**src/rtl/sbt_pkg.sv**
```systemverilog
package sbt_pkg;

  localparam int unsigned LFSR_W = 8;

  typedef enum logic [1:0] {
    ST_EMPTY   = 2'd0,
    ST_SENSE   = 2'd1,
    ST_BACKOFF = 2'd2,
    ST_SEND    = 2'd3
  } tx_state_e;

  // one Galois step, taps for x^8 + x^6 + x^5 + x^4 + 1
  function automatic logic [LFSR_W-1:0] lfsr_step(input logic [LFSR_W-1:0] s);
    logic [LFSR_W-1:0] n;
    n = s >> 1;
    if (s[0]) n = n ^ 8'hB8;
    return n;
  endfunction

  // a span of bit times expressed in clocks
  function automatic int unsigned bits_to_clocks(input int unsigned bits,
                                                 input int unsigned ticks);
    return bits * ticks;
  endfunction

endpackage

```
**src/rtl/line_sense.sv**
```systemverilog
module line_sense #(
  parameter int unsigned SYNC_STAGES = 2,
  parameter int unsigned IDLE_CYC    = 80
) (
  input  logic clk,
  input  logic rst_n,
  input  logic line_in,
  output logic line_lvl,
  output logic bus_idle
);
  localparam int unsigned QW = $clog2(IDLE_CYC + 1);

  logic [SYNC_STAGES-1:0] sync_q;
  logic [QW-1:0]          quiet_q;

  always_ff @(posedge clk) begin
    if (!rst_n) sync_q <= '1;
    else        sync_q <= {sync_q[SYNC_STAGES-2:0], line_in};
  end

  assign line_lvl = sync_q[SYNC_STAGES-1];

  always_ff @(posedge clk) begin
    if (!rst_n)                        quiet_q <= '0;
    else if (!line_lvl)                quiet_q <= '0;
    else if (quiet_q != QW'(IDLE_CYC)) quiet_q <= quiet_q + 1'b1;
  end

  assign bus_idle = (quiet_q == QW'(IDLE_CYC));

endmodule

```
**src/rtl/backoff_gen.sv**
```systemverilog
module backoff_gen
  import sbt_pkg::*;
#(
  parameter logic [7:0]  SEED    = 8'h5D,
  parameter int unsigned DELAY_W = 4,
  parameter int unsigned TICKS   = 8
) (
  input  logic clk,
  input  logic rst_n,
  input  logic arm,
  input  logic run,
  output logic expired
);
  localparam int unsigned CW = DELAY_W + $clog2(TICKS) + 1;

  logic [LFSR_W-1:0] lfsr_q;
  logic [CW-1:0]     cnt_q;

  always_ff @(posedge clk) begin
    if (!rst_n) lfsr_q <= SEED;
    else        lfsr_q <= lfsr_step(lfsr_q);
  end

  always_ff @(posedge clk) begin
    if (!rst_n)
      cnt_q <= '0;
    else if (arm)
      cnt_q <= CW'(lfsr_q[DELAY_W-1:0]) * CW'(TICKS);
    else if (run && cnt_q != '0)
      cnt_q <= cnt_q - 1'b1;
  end

  assign expired = (cnt_q == '0);

endmodule

```
**src/rtl/frame_shifter.sv**
```systemverilog
module frame_shifter #(
  parameter int unsigned DATA_W = 8,
  parameter int unsigned TICKS  = 8
) (
  input  logic              clk,
  input  logic              rst_n,
  input  logic              load,
  input  logic              en,
  input  logic [DATA_W-1:0] data,
  input  logic              line_lvl,
  output logic              cur_bit,
  output logic              mid_mismatch,
  output logic              frame_end
);
  localparam int unsigned FRAME_W = DATA_W + 2;
  localparam int unsigned TW      = $clog2(TICKS);
  localparam int unsigned IW      = $clog2(FRAME_W);
  localparam int unsigned MID     = TICKS / 2;

  logic [FRAME_W-1:0] sh_q;
  logic [TW-1:0]      tick_q;
  logic [IW-1:0]      idx_q;
  logic               last_tick;
  logic               mid_tick;

  assign last_tick = (tick_q == TW'(TICKS - 1));
  assign mid_tick  = (tick_q == TW'(MID));

  always_ff @(posedge clk) begin
    if (!rst_n) begin
      sh_q   <= '1;
      tick_q <= '0;
      idx_q  <= '0;
    end else if (load) begin
      sh_q   <= {1'b1, data, 1'b0};
      tick_q <= '0;
      idx_q  <= '0;
    end else if (en) begin
      if (last_tick) begin
        tick_q <= '0;
        sh_q   <= {1'b1, sh_q[FRAME_W-1:1]};
        idx_q  <= idx_q + 1'b1;
      end else begin
        tick_q <= tick_q + 1'b1;
      end
    end
  end

  assign cur_bit      = sh_q[0];
  assign mid_mismatch = en && mid_tick && (sh_q[0] != line_lvl);
  assign frame_end    = en && last_tick && (idx_q == IW'(FRAME_W - 1));

endmodule

```
**src/rtl/shared_bus_tx.sv**
```systemverilog
module shared_bus_tx
  import sbt_pkg::*;
#(
  parameter int unsigned DATA_W        = 8,
  parameter int unsigned TICKS_PER_BIT = 8,
  parameter int unsigned IDLE_BITS     = 10,
  parameter int unsigned DELAY_W       = 4,
  parameter int unsigned SYNC_STAGES   = 2,
  parameter logic [7:0]  LFSR_SEED     = 8'h5D
) (
  input  logic              clk,
  input  logic              rst_n,
  input  logic [DATA_W-1:0] in_data,
  input  logic              in_valid,
  output logic              in_ready,
  input  logic              line_in,
  output logic              bus_pull_low,
  output logic              bus_busy,
  output logic              tx_active,
  output logic              collision,
  output logic              tx_done
);
  localparam int unsigned IDLE_CYC = bits_to_clocks(IDLE_BITS, TICKS_PER_BIT);

  tx_state_e         state_q;
  logic [DATA_W-1:0] hold_q;
  logic              coll_q;
  logic              done_q;

  logic line_lvl;
  logic bus_idle;
  logic delay_arm;
  logic delay_run;
  logic delay_expired;
  logic frame_load;
  logic cur_bit;
  logic mid_mismatch;
  logic frame_end;

  line_sense #(
    .SYNC_STAGES(SYNC_STAGES),
    .IDLE_CYC   (IDLE_CYC)
  ) u_sense (
    .clk     (clk),
    .rst_n   (rst_n),
    .line_in (line_in),
    .line_lvl(line_lvl),
    .bus_idle(bus_idle)
  );

  backoff_gen #(
    .SEED   (LFSR_SEED),
    .DELAY_W(DELAY_W),
    .TICKS  (TICKS_PER_BIT)
  ) u_backoff (
    .clk    (clk),
    .rst_n  (rst_n),
    .arm    (delay_arm),
    .run    (delay_run),
    .expired(delay_expired)
  );

  frame_shifter #(
    .DATA_W(DATA_W),
    .TICKS (TICKS_PER_BIT)
  ) u_shift (
    .clk         (clk),
    .rst_n       (rst_n),
    .load        (frame_load),
    .en          (tx_active),
    .data        (hold_q),
    .line_lvl    (line_lvl),
    .cur_bit     (cur_bit),
    .mid_mismatch(mid_mismatch),
    .frame_end   (frame_end)
  );

  assign delay_arm  = (state_q == ST_SENSE) && bus_idle;
  assign delay_run  = (state_q == ST_BACKOFF);
  assign frame_load = (state_q == ST_BACKOFF) && bus_idle && delay_expired;

  always_ff @(posedge clk) begin
    if (!rst_n) begin
      state_q <= ST_EMPTY;
      hold_q  <= '0;
      coll_q  <= 1'b0;
      done_q  <= 1'b0;
    end else begin
      coll_q <= 1'b0;
      done_q <= 1'b0;
      case (state_q)
        ST_EMPTY: begin
          if (in_valid) begin
            hold_q  <= in_data;
            state_q <= ST_SENSE;
          end
        end
        ST_SENSE: begin
          if (bus_idle) state_q <= ST_BACKOFF;
        end
        ST_BACKOFF: begin
          if (!bus_idle)          state_q <= ST_SENSE;
          else if (delay_expired) state_q <= ST_SEND;
        end
        ST_SEND: begin
          if (mid_mismatch) begin
            state_q <= ST_SENSE;
            coll_q  <= 1'b1;
          end else if (frame_end) begin
            state_q <= ST_EMPTY;
            done_q  <= 1'b1;
          end
        end
        default: state_q <= ST_EMPTY;
      endcase
    end
  end

  assign in_ready     = (state_q == ST_EMPTY);
  assign tx_active    = (state_q == ST_SEND);
  assign bus_pull_low = tx_active && !cur_bit;
  assign bus_busy     = !bus_idle;
  assign collision    = coll_q;
  assign tx_done      = done_q;

endmodule

```
**config.mk**
```make
export PLATFORM = sky130hd
export DESIGN_NAME = shared_bus_tx
export DESIGN_NICKNAME = d
export VERILOG_FILES = /design/src/rtl/sbt_pkg.sv /design/src/rtl/line_sense.sv /design/src/rtl/backoff_gen.sv /design/src/rtl/frame_shifter.sv /design/src/rtl/shared_bus_tx.sv
export SDC_FILE = /design/constraint.sdc
export NUM_CORES = 1
export LEC_CHECK = 0
export BUFFER_PORTS_ARGS = -buffer_cell sky130_fd_sc_hd__buf_4
export CORE_UTILIZATION = 40
export DETAILED_ROUTE_END_ITERATION = 16
export GPL_TIMING_DRIVEN = 0
export HOLD_SLACK_MARGIN = 0.1
export PLACE_DENSITY_LB_ADDON = 0.25
export REMOVE_ABC_BUFFERS = 1
export SYNTH_ARGS = -nofsm -noshare
export SYNTH_HDL_FRONTEND = slang
export SYNTH_HIERARCHICAL = 1
export SYNTH_SLANG_ARGS = --single-unit
```
**constraint.sdc**
```tcl
create_clock -name clk -period 5.66 [get_ports clk]
set_input_delay 0.283 -clock clk [delete_from_list [all_inputs] [get_ports clk]]
set_output_delay 0.283 -clock clk [all_outputs]
set_load 0.02 [all_outputs]
```
# ---- Word level (Yosys, flattened, before mapping)
# Cells that the tools add are included.
dict set report word_totals {
  out_inout_bits 6
  reg_bits 53
  inputBits 12
  word_cells 76
}
dict set report op_classes {
  n_mux 16
  bitwise 3
  n_addsub 4
  n_reduce_logical 27
  n_eq_ne 13
}
# op n
set op_table {}
lappend op_table {{$mux W9} 3}
lappend op_table {{$mux W7} 2}
lappend op_table {{$mux W2} 6}
lappend op_table {{$reduce_and A2 Y1} 6}
lappend op_table {{$logic_and A1 B1 Y1} 9}
lappend op_table {{$logic_not A8 Y1} 1}
lappend op_table {{$pmux W2 S4} 1}
lappend op_table {{$reduce_bool A8 Y1} 1}
lappend op_table {{$sub A8 B1 Y8 const B} 1}
lappend op_table {{$add A7 B1 Y7 const B} 1}
lappend op_table {{$eq A7 B7 Y1 const B} 1}
lappend op_table {{$ne A7 B7 Y1 const B} 1}
lappend op_table {{$eq A3 B3 Y1 const B} 2}
lappend op_table {{$mux W6} 1}
lappend op_table {{$reduce_bool A2 Y1} 3}
lappend op_table {{$add A4 B1 Y4 const B} 1}
lappend op_table {{$eq A2 B2 Y1 const B} 2}
lappend op_table {{$eq A4 B4 Y1 const B} 1}
lappend op_table {{$ne A2 B2 Y1 const B} 2}
lappend op_table {{$not A3 Y4} 1}
lappend op_table {{$reduce_and A4 Y1} 1}
lappend op_table {{$reduce_or A2 Y1} 2}
lappend op_table {{$add A3 B1 Y3 const B} 1}
lappend op_table {{$mux W3} 1}
lappend op_table {{other kinds (9)} 12}

# ---- Longest topological paths before layout
dict set report logic_depth {
  depth_word 6
  mapped_depth 11
  ltp_nobuf 10
}

# ---- By module
# The synthesis kept the hierarchy.
# mod area_per_inst_um2 n_inst seq_area_each_um2 cells_per_inst
set modules_own_cells {}
lappend modules_own_cells {frame_shifter 802.0 1 320.3 90}
lappend modules_own_cells {backoff_gen 688.2 1 320.3 76}
lappend modules_own_cells {shared_bus_tx 534.3 1 240.2 62}
lappend modules_own_cells {line_sense 412.9 1 180.2 42}

# ---- Least setup slack after synthesis
# OpenSTA, ideal clock, no wires.
dict set report synth_timing {
  path_kind {reg2reg}
  start {reg u_backoff.cnt_q[0]}
  end {reg u_shift.sh_q[3]}
  arrival_ns 1.785
  period_less_slack_ns 1.906
  slack_ns 3.754
  path_stages_with_launch 11
  cell_sequence {dfxtp_1 > inv_1 > ha_1 > nor3b_1 > nand2_1 > nor3_1 > and3_1 > clkbuf_1 > buf_2 > nor2b_1 > o21ai_0}
}
dict set report synth_between {
  elab_chain_cells 4
  word_cells_on_any_way 6
  classes_between {1 x mux; 5 x reduce/logical}
}
# item line
set synth_rtl {}
lappend synth_rtl {{start: declaration} backoff_gen.sv:17} ;# logic [CW-1:0] cnt_q;
lappend synth_rtl {{start signal: assignment} backoff_gen.sv:28} ;# cnt_q <= CW'(lfsr_q[DELAY_W-1:0]) * CW'(TICKS);
lappend synth_rtl {{start signal: assignment} backoff_gen.sv:30} ;# cnt_q <= cnt_q - 1'b1;
lappend synth_rtl {{$logic_not A8 Y1 (*)} backoff_gen.sv:33} ;# assign expired = (cnt_q == '0);
lappend synth_rtl {{via delay_expired} shared_bus_tx.sv:34} ;# logic delay_expired;
lappend synth_rtl {{$logic_and A1 B1 Y1 (*)} shared_bus_tx.sv:80} ;# assign frame_load = (state_q == ST_BACKOFF) && bus_idle && delay_expired;
lappend synth_rtl {{via frame_load} shared_bus_tx.sv:35} ;# logic frame_load;
lappend synth_rtl {{$reduce_bool A2 Y1 (no line)} -}
lappend synth_rtl {{$reduce_and A2 Y1 (no line)} -}
lappend synth_rtl {{end signal: assignment} frame_shifter.sv:35} ;# sh_q <= {1'b1, data, 1'b0};
lappend synth_rtl {{end signal: assignment} frame_shifter.sv:41} ;# sh_q <= {1'b1, sh_q[FRAME_W-1:1]};
lappend synth_rtl {{end: declaration} frame_shifter.sv:20} ;# logic [FRAME_W-1:0] sh_q;
# The timed path passes the listed nets; every way through them passes the cells marked *.
# A chain may end at the register's enable or synchronous reset.

# ---- Worst setup path in the final report
dict set report layout_timing {
  start {reg u_backoff.cnt_q[0]}
  end {reg u_shift.idx_q[1]}
}
dict set report layout_between {
  elab_chain_cells 3
}
# item line
set layout_rtl {}
lappend layout_rtl {{$logic_not A8 Y1} backoff_gen.sv:33}
lappend layout_rtl {{via delay_expired} shared_bus_tx.sv:34}
lappend layout_rtl {{$logic_and A1 B1 Y1} shared_bus_tx.sv:80}
lappend layout_rtl {{via frame_load} shared_bus_tx.sv:35}
lappend layout_rtl {{$reduce_or A2 Y1 (no line)} -}
lappend layout_rtl {{end signal: assignment} frame_shifter.sv:42} ;# idx_q <= idx_q + 1'b1;
lappend layout_rtl {{end: declaration} frame_shifter.sv:22} ;# logic [IW-1:0] idx_q;
# The timed path passes the listed nets, and every way through them passes these cells.

==> qor.txt <==
Power per cell area: 248.2 nW/µm²
Die Height: 80.06 µm
Largest family of logic cells by synthesized area: simple AND/OR/NAND/NOR gates
Leakage: 1.046 nW
Ys Warns: 6
Slowest CP cell: and3_1
First-pass GRT wire length: 7.065 mm
Fin. Hold Viols: 0
Post-Synthesis Cells: 270
Cell taking the most area after synthesis: dfxtp_1
Status: complete, no violations
Mux cell area share after synthesis: 1.643%
Routed via count: 1810
Initial DRC count: 79
Post-Synth Simple-Gate Area: 27.41%
Initial Utilization: 41.41%
Max Buffers Root-to-Sink: 2
Fillcell total: 594
Routed wire length per instance: 11.50 µm
Layout Skew: 0.004825 ns
CTS H-tree lvls: 2
Top Ports: 18
Critical path launch point type: flop
CP arrival: 2.53 ns
Worst-case vdd ir drop: 0.1428 mV
Nets: 305
FF+latch area: 1061 µm²
Asr flop ratio synth: 0%
Most common cell in the netlist: dfxtp_1
Vias per cell: 5.042
CTS sink cnt: 53
Cts bufs inserted: 5
Flop and latch count out of synthesis: 53
Initial antenna violation count: 0
Yosys cell types: 47
Die width: 80.06 µm
Fin Setup TNS: 0 ns
Synth Flop Type: dfxtp_1
IO buf count: 17
Critical path's largest stage delay: 0.53 ns
Complex-gate fraction of the synthesized area: 13.19%
Number of global-route vias before repair: 1586
Min Hold Slack: 0.1546 ns
Yosys top cell area share: 43.53%
Total track usage: 14.21%
Final worst slack: 3.303 ns
Commonest cells post-synth: dfxtp_1, o21ai_0, nand2_1, nand3_1, nor2_1
Post-Synth XOR/XNOR Area: 3.593%
Die ar.: 6410 µm²
Synth Area per Inst: 9.027 µm²
Quantity of hold-fixing buffers added after cts: 0
Crit. End Element: flop
Tcrit/Tclk final: 41.64%
Drt pass-1 iters: 4
Pwr Total: 660.3 µW
RSZ-0062 raised after global routing: no
Layout cell share with drive strength beyond 1: 13.03%
Core area: 5886 µm²
Later-pin clock latency in the skew report: 0.31 ns
DP HPWL: 2.685 mm
Max-cap viol count: 0
Synth Area in Adders: 5.133%
HP Class: in2reg
Seq/Total Area, Yosys: 43.53%
Clock Tree Root: clkbuf_8
Overflow after GRT: 0
Multi-input gate area: 1242 µm²
Final ANT Viol Nets: 0
Ant. Diodes: 0
Setup violations, final: 0
Crit path cell chain: inv_1 > ha_1 > nor3b_1 > nand2_1 > nor3_1 > and3_1 > nand2b_1 > a311oi_1
Placer Congestion: 0.7329
Final Critical Period: 2.357 ns
Worst-path clk slew: 0.09 ns
DR DRC count: 0
Largest net degree at the start of global routing: 51
CP max FO: 18
Number of flops mapped to enable cells by yosys: 0
Slew Limit Fails: 0
Worst slew margin: 59.11%
Place WS: 3.286 ns
WP data required: 5.84 ns
Worst-Margin Slew: 0.6127 ns
Synth Cell Area: 2437 µm²
Fmax: 424.3 MHz
Synthesis-to-layout area growth: 9.138%
CTS tree: built
# resized after CTS: 0
Routed wire length: 4.130 mm
Post-CTS Setup Bufs: 0
Area contributors post-synth: dfxtp_1, o21ai_0, ha_1
WS Path Type: reg2reg
Cell row count: 28
==> worst max-delay path, delay by kind of cell, from the launching register on <==
kind,cells,cell delay (ns)
AND/OR/NAND/NOR,5,1.54
buffers and inverters,1,0.08
adder cells (fa/ha/maj),1,0.17
flip-flops,1,0.34
AO/OA/AOI/OAI,1,0.09
==> through the flow <==
stage	cell area [µm²]	cells	utilization, %
6_report	2660	359	45.20
5_1_grt	2660	359	45.20
4_1_cts	2660	359	45.20
3_5_place_dp	2574	351	43.73
3_3_place_gp	2574	351	43.73
2_1_floorplan	2352	259	-
==> placed cells by master, fill, tap and decap left out, drive strengths merged, types with 2 or more instances in the layout <==
cell and instances:
dfxtp 53, o21ai 26, nand2 22, buf 17, nor2 16, nand3 16, inv 13, nor2b 10
a21oi 10, ha 10, a211oi 10, and3 9, nand2b 8, or3 6, and2 6, clkbuf 5
xnor2 5, xor2 5, nor3 5, mux2i 4, nor3b 4, nand3b 3, a31oi 3, a311oi 2
nand4 2, clkinv 2, or4 2
==> flip-flops by register name (all words and copies together) (netlist names) <==
name / cells
collision: 1
u_backoff/cnt_q: 8
hold_q: 8
u_sense/quiet_q: 7
u_shift/sh_q: 9
u_sense/sync_q: 2
state_q: 2
u_shift/tick_q: 3
u_backoff/lfsr_q: 8
u_shift/idx_q: 4
tx_done: 1
==> metal layers <==
metal / global-route usage, % / vias to the layer above / routed length, µm
met5: 0 / - / 0
met4: 6.964 / 0 / 61
met3: 3.523 / 7 / 122
met2: 21.20 / 21 / 1770
met1: 18.99 / 821 / 2175
li1: - / 961 / -
==> cells by family after synthesis <==
| family | Yosys count |
|---|---|
| AOI/OAI and AO/OA | 54 |
| xor gates and xnor gates | 10 |
| adders and majority gates | 10 |
| buffers and inverters | 24 |
| DFF | 53 |
| muxes | 4 |
| and+or+nand+nor | 115 |
==> power by group <==
part / total (mW) / switching, mW / internal (mW)
Sequential: 0.399 / 0.0118 / 0.387
Clock: 0.208 / 0.122 / 0.0855
Combinational: 0.0537 / 0.0295 / 0.0242
Total: 0.660 / 0.164 / 0.497
==> worst paths after layout <==
check	start	endpoint	slack [ns]	cells after the start
max	u_backoff/cnt_q[0]$_SDFFE_PP0P_	u_shift/idx_q[1]$_SDFFE_PP0P_	3.30	8
min reg2reg	u_backoff/lfsr_q[7]$_SDFF_PN0_	u_backoff/lfsr_q[6]$_SDFF_PN1_	0.42	1
min	line_in	u_sense/sync_q[0]$_SDFF_PN1_	0.15	2
max reg2reg	u_backoff/cnt_q[0]$_SDFFE_PP0P_	u_shift/idx_q[1]$_SDFFE_PP0P_	3.30	8
==> cell type report <==
cell class	instances	share of cell area, %
Clock buffer	5	2.587
Clock inverter	3	0.6585
Inverter	13	1.834
Multi-Input combinational cell	193	46.71
Sequential cell	53	39.89
Tap cell	75	3.528
Timing Repair Buffer	17	4.798
No activity file was read; power rests on OpenSTA's default activity.
